**config.mk**
```make
export PLATFORM = sky130hd
export DESIGN_NAME = xroad_light_ctrl
export DESIGN_NICKNAME = d
export VERILOG_FILES = /design/src/rtl/xroad_pkg.sv /design/src/rtl/xroad_phase_next.sv /design/src/rtl/xroad_lamp_map.sv /design/src/rtl/xroad_light_ctrl.sv
export SDC_FILE = /design/constraint.sdc
export NUM_CORES = 1
export LEC_CHECK = 0
export BUFFER_PORTS_ARGS = -buffer_cell sky130_fd_sc_hd__buf_2
export CAP_MARGIN = 20
export CORE_AREA = 2 2 39 41
export DETAILED_ROUTE_END_ITERATION = 16
export DIE_AREA = 0 0 41 43
export SLEW_MARGIN = 20
export SYNTH_ARGS = -nofsm -noshare
export SYNTH_HDL_FRONTEND = slang
export SYNTH_SLANG_ARGS = --single-unit
```
**constraint.sdc**
```tcl
create_clock -name clk -period 3.5 [get_ports clk]
set_clock_uncertainty 0.2 [all_clocks]
set_input_delay 0.35 -clock clk [delete_from_list [all_inputs] [get_ports clk]]
set_output_delay 0.35 -clock clk [all_outputs]
set_load 0.05 [all_outputs]
```
**src/rtl/xroad_pkg.sv**
```systemverilog
package xroad_pkg;

    localparam int ROADS   = 2;
    localparam int PHASE_W = 2;
    localparam int LAMP_W  = 2;

    typedef enum logic [PHASE_W-1:0] {
        PH_A_GO   = 2'b00,
        PH_A_WARN = 2'b01,
        PH_B_GO   = 2'b10,
        PH_B_WARN = 2'b11
    } phase_t;

    typedef enum logic [LAMP_W-1:0] {
        LAMP_GO   = 2'b00,
        LAMP_WARN = 2'b01,
        LAMP_STOP = 2'b10
    } lamp_t;

    localparam int ROAD_A = 0;
    localparam int ROAD_B = 1;

endpackage

```
**src/rtl/xroad_phase_next.sv**
```systemverilog
module xroad_phase_next
    import xroad_pkg::*;
(
    input  phase_t           cur,
    input  logic [ROADS-1:0] sense,
    output phase_t           nxt
);

    // Sensors only steer the choice out of the two green phases.
    always_comb begin
        nxt = cur;
        unique case (cur)
            PH_A_GO:   nxt = sense[ROAD_A] ? PH_A_GO : PH_A_WARN;  // a_hold / a_release
            PH_A_WARN: nxt = PH_B_GO;                              // a_handover
            PH_B_GO:   nxt = sense[ROAD_B] ? PH_B_GO : PH_B_WARN;  // b_hold / b_release
            PH_B_WARN: nxt = PH_A_GO;                              // b_handover
            default:   nxt = PH_A_GO;
        endcase
    end

endmodule

```
**src/rtl/xroad_lamp_map.sv**
```systemverilog
module xroad_lamp_map
    import xroad_pkg::*;
#(
    parameter phase_t GO_PH   = PH_A_GO,
    parameter phase_t WARN_PH = PH_A_WARN
) (
    input  phase_t cur,
    output lamp_t  lamp
);

    // Moore decode: lamp follows the registered phase only.
    always_comb begin
        if (cur == GO_PH)
            lamp = LAMP_GO;
        else if (cur == WARN_PH)
            lamp = LAMP_WARN;
        else
            lamp = LAMP_STOP;
    end

endmodule

```
**src/rtl/xroad_light_ctrl.sv**
```systemverilog
module xroad_light_ctrl
    import xroad_pkg::*;
(
    input  logic               clk,
    input  logic               rst,
    input  logic               sense_a,
    input  logic               sense_b,
    output logic [LAMP_W-1:0]  lamp_a,
    output logic [LAMP_W-1:0]  lamp_b,
    output logic [PHASE_W-1:0] phase_dbg
);

    phase_t           phase_q;
    phase_t           phase_d;
    logic [ROADS-1:0] sense_vec;
    lamp_t            lamps [ROADS];

    assign sense_vec[ROAD_A] = sense_a;
    assign sense_vec[ROAD_B] = sense_b;

    xroad_phase_next u_next (
        .cur   (phase_q),
        .sense (sense_vec),
        .nxt   (phase_d)
    );

    // Phase register
    always_ff @(posedge clk) begin
        if (rst)
            phase_q <= PH_A_GO;
        else
            phase_q <= phase_d;
    end

    // One lamp decoder per road
    for (genvar r = 0; r < ROADS; r++) begin : g_road
        localparam phase_t GO_P   = (r == ROAD_A) ? PH_A_GO   : PH_B_GO;
        localparam phase_t WARN_P = (r == ROAD_A) ? PH_A_WARN : PH_B_WARN;
        xroad_lamp_map #(
            .GO_PH   (GO_P),
            .WARN_PH (WARN_P)
        ) u_map (
            .cur  (phase_q),
            .lamp (lamps[r])
        );
    end

    // Outputs
    always_comb begin
        lamp_a    = lamps[ROAD_A];
        lamp_b    = lamps[ROAD_B];
        phase_dbg = phase_q;
    end

endmodule

```
# Yosys cells after proc, flatten, opt, wreduce, memory -nomap -nowiden

Cells that the tools add are included.

Bits in registers: 2
Output and inout port bits: 6
Word-level logic and storage cells: 12

Eq/ne operators: 3
Reduce and logical (&&, ||, !) cells: 1
Mux-type cells: 7

Operators with widths:

| kind               | count |
|---|---|
| $mux 2             | 4 |
| $pmux 2 s4         | 1 |
| $eq 2x2->1 const B | 2 |
| $eq 2x1->1 const B | 1 |
| $logic_not 2->1    | 1 |
| $mux 1             | 2 |

# Depth between registers and ports, before layout

Word-level depth: 3
Gate-level depth with buffers: 4
Depth with buffers taken out: 4

# Modules after synthesis

Synthesis repeated with hierarchy kept, for this count alone.

Cell total of the unflattened synthesis: 14
Area total of the unflattened synthesis: 121.4 µm²

By module, submodules not included:

| module           | sequential area each (µm²) | cells an instance | times used | area each (µm²) |
|---|---|---|---|---|
| xroad_light_ctrl | 40.0                       | 4                 | 1          | 52.6 |
| xroad_phase_next | 0.0                        | 6                 | 1          | 48.8 |
| xroad_lamp_map   | 0.0                        | 2                 | 2          | 10.0 |

# Worst setup path after synthesis

Ideal clock, no wire load.

Kind: reg-to-output
Start: register phase_q[0], in the netlist phase_dbg[0]
End: output port lamp_b[1]
Required time: 2,950 ps
Data arrival time: 1,717 ps
Slack: 1,233 ps
Buffers on the path: 0
Stages on the path, launching flop included: 3
Cell sequence: dfxtp_1 -> ha_1 -> nor2_1

Cells in the longest elaborated chain, start to end: 3
Elaborated cells on any way between the ends: 4
Classes of those cells: 2 x eq/ne; 2 x mux

RTL lines:

| item                   | RTL line               | source |
|---|---|---|
| start, declared        | xroad_light_ctrl.sv:13 | `phase_t phase_q;` |
| start signal, assigned | xroad_light_ctrl.sv:32 | `phase_q <= phase_d;` |
| $eq 2x2->1             | xroad_lamp_map.sv:15   | `else if (cur == WARN_PH)` |
| $mux 2                 | xroad_lamp_map.sv:15   |  |
| $mux 2 (*)             | xroad_lamp_map.sv:13   | `if (cur == GO_PH)` |
| end, declared          | xroad_light_ctrl.sv:9  | `output logic [LAMP_W-1:0] lamp_b,` |

Every way passes the cells marked *; elsewhere a longest branch is shown, timed or not.

# Worst setup path after layout

Start: register phase_q[0], in the netlist phase_dbg[0]
End: output port lamp_a[1]

Cells in the longest elaborated chain, start to end: 3
Elaborated cells on any way between the ends: 4
Classes of those cells: 1 x eq/ne; 2 x mux; 1 x reduce/logical

RTL lines:

| item          | RTL line              | source |
|---|---|---|
| $eq 2x1->1    | xroad_lamp_map.sv:15  |  |
| $mux 2        | xroad_lamp_map.sv:15  |  |
| $mux 2 (*)    | xroad_lamp_map.sv:13  |  |
| end, declared | xroad_light_ctrl.sv:8 | `output logic [LAMP_W-1:0] lamp_a,` |

Marked as above.

==> summary.txt <==
Run status
  – Status: finished clean

Detailed routing
  – Initial DRC count: 4
  – Antenna-violating nets left: 0
  – WL final: 325 um
  – Drt first pass iters: 4
  – Post-DR vias/cell: 3.16
  – Remaining DRCs: 0
  – Per-cell routed wire length: 7.56 um
  – Via Count: 136

Timing
  – Fin crit share: 53.0%
  – Worst-Margin Slew: 250 ps
  – Fin Hold WS: 103 ps
  – Slew margin rel.: 83.5%
  – Final min period: 1850 ps
  – Peak Freq: 539 MHz
  – Setup total negative slack: 0 ps
  – Hold Violations, Final: 0
  – Unrepaired setup endpoints after global routing: no
  – Setup violations, final: 0
  – Max-slew violations: 0

Logic synthesis
  – Seq/Total Area, Yosys: 26.9%
  – Mapped Nets: 24
  – Synth top area share: 42.0%
  – Cells after synthesis: 15
  – Post-synth top cells: ha_1 (5), dfxtp_1 (2), inv_1 (2), nor2_1 (2)
  – Post-synth top area cell: ha_1
  – Async S/R FF share, synth: 0%
  – Most frequent cell after synthesis: ha_1
  – Post-synth EDFFs: 0
  – Synth Register Bits: 2
  – Ys flop type: dfxtp_1
  – Synthesized area: 149 sq um
  – Synthesized area per cell: 9.93 sq um
  – Top cells by area, synth: ha_1 (42%), dfxtp_1 (27%), a21oi_2 (5.9%)
  – Distinct cells, synth: 8
  – Synth warn: 0

Finish
  – Area Overhead vs Synth: 58.8%
  – Share of cells above drive strength 1: 48.1%
  – Antenna cells: 0
  – Fin nets: 38
  – Max reg flops: 2
  – Fillcell total: 164

Worst setup path
  – CP required: 2950 ps
  – Startpoint types: flop
  – Worst Setup End Kind: output port
  – Worst EP arrival: 1300 ps
  – Crit Path Class: reg2out
  – Critical-path maximum fanout: 5

Floorplan
  – FP Rows: 14
  – Die ar.: 1760 sq um
  – Die Wd: 41 um
  – I/O pin total: 10
  – Die Ht: 43 um
  – Initial core utilization: 10.8%
  – Core ar.: 1380 sq um

Job
  – Max_cap viols: 0

Clock tree
  – CTS Hold Bufs: 0
  – CTS tree: built
  – Clock net sink count: 2
  – Post-CTS setup buffer count: 0
  – Clk_lat worst skew: 220 ps
  – Clock Root Buffer: clkbuf_4
  – CTS Buf Count: 3
  – Clock Path Buffers: 2
  – Clock slew at reported path FFs: 30 ps
  – Post_cts resized: 0
  – H-tree levels: 1

Power
  – VDD IR max: 0.0876 mV
  – Cell area power density: 532 nW/um^2
  – Pleak: 0.125 nW

Global route
  – Vias in the first global route: 126
  – Initial antenna violation count: 0
  – GRT overflow: 0
  – Largest net degree at the start of global routing: 6
  – First-pass GRT wire length: 448 um
  – All-Layer GR Usage: 4.20%

Placed design
  – IO Port Bufs: 9
  – Routability cong.: 0.630

Hold path
  – Worst Hold Class: in2reg
[final timing paths]
path	slack, ps	start	endpoint	cells after the start
worst max-delay path	1650	phase_dbg[0]	lamp_a[1]	4
worst min-delay path	100	rst	phase_dbg[0]	2
worst max register to register	2030	phase_dbg[0]	phase_dbg[0]	4
worst min register to register	490	phase_dbg[1]	phase_dbg[1]	3
[cell usage in the layout (no fill, tap or decap)]
| cell type | n |
|---|---|
| buf_2 | 9 |
| ha_1 | 5 |
| clkbuf_4 | 3 |
| inv_1 | 2 |
| nor2_1 | 2 |
| dfxtp_1 | 2 |
| nor2b_1 | 1 |
| or2b_1 | 1 |
| or3b_1 | 1 |
| a21oi_2 | 1 |
[area by class of cell]
| class | instances | area, sq um | area share, % |
|---|---|---|---|
| multi-input cells | 11 | 101 | 42.9 |
| repair buffers | 9 | 45.0 | 19.0 |
| flip-flops and latches | 2 | 40.0 | 16.9 |
| clock buffers | 3 | 22.5 | 9.52 |
| well taps | 16 | 20.0 | 8.47 |
| inverters | 2 | 7.51 | 3.17 |
[per-stage QoR]
| stage | cells | setup WS [ps] | util (%) | power (mW) | area (sq um) |
|---|---|---|---|---|---|
| after floorplan | 15 | 1230 | - | 0.0651 | 149 |
| after global placement | 40 | 1920 | 15.5 | 0.0750 | 214 |
| after detailed placement | 40 | 1880 | 15.5 | 0.0755 | 214 |
| after CTS | 43 | 1630 | 17.1 | 0.131 | 236 |
| after global routing | 43 | 1550 | 17.1 | 0.135 | 236 |
| final | 43 | 1650 | 17.1 | 0.126 | 236 |
[metal layers]
metal | GRT usage [%] | wire [um] | vias to the layer above
met5 | 0 | 0 | -
met4 | 6.00 | 0 | 0
met3 | 1.57 | 61 | 0
met2 | 4.38 | 117 | 14
met1 | 5.10 | 146 | 52
li1 | - | - | 70
[logic make-up (layout without fill, tap and decap cells)]
family | count (synthesis) | after routing | share of synthesized area [%]
adder cells (fa/ha/maj) | 5 | 5 | 42.0
AND/OR/NAND/NOR | 5 | 5 | 20.2
flip-flops | 2 | 2 | 26.9
buffers and inverters | 2 | 14 | 5.04
AO/OA/AOI/OAI | 1 | 1 | 5.88
[where the power goes]
group	internal (mW)	total, mW	switching, mW
Sequential	0.0254	0.0280	0.00260
Clock	0.0378	0.0509	0.0131
Combinational	0.0121	0.0468	0.0347
[worst max-delay path, cell delays in order (launching register included)]
cell     delay [ps]
dfxtp_1         390
inv_1            80
ha_1            230
nor2_1          110
buf_2           260
(Power assumes the default switching activity.)
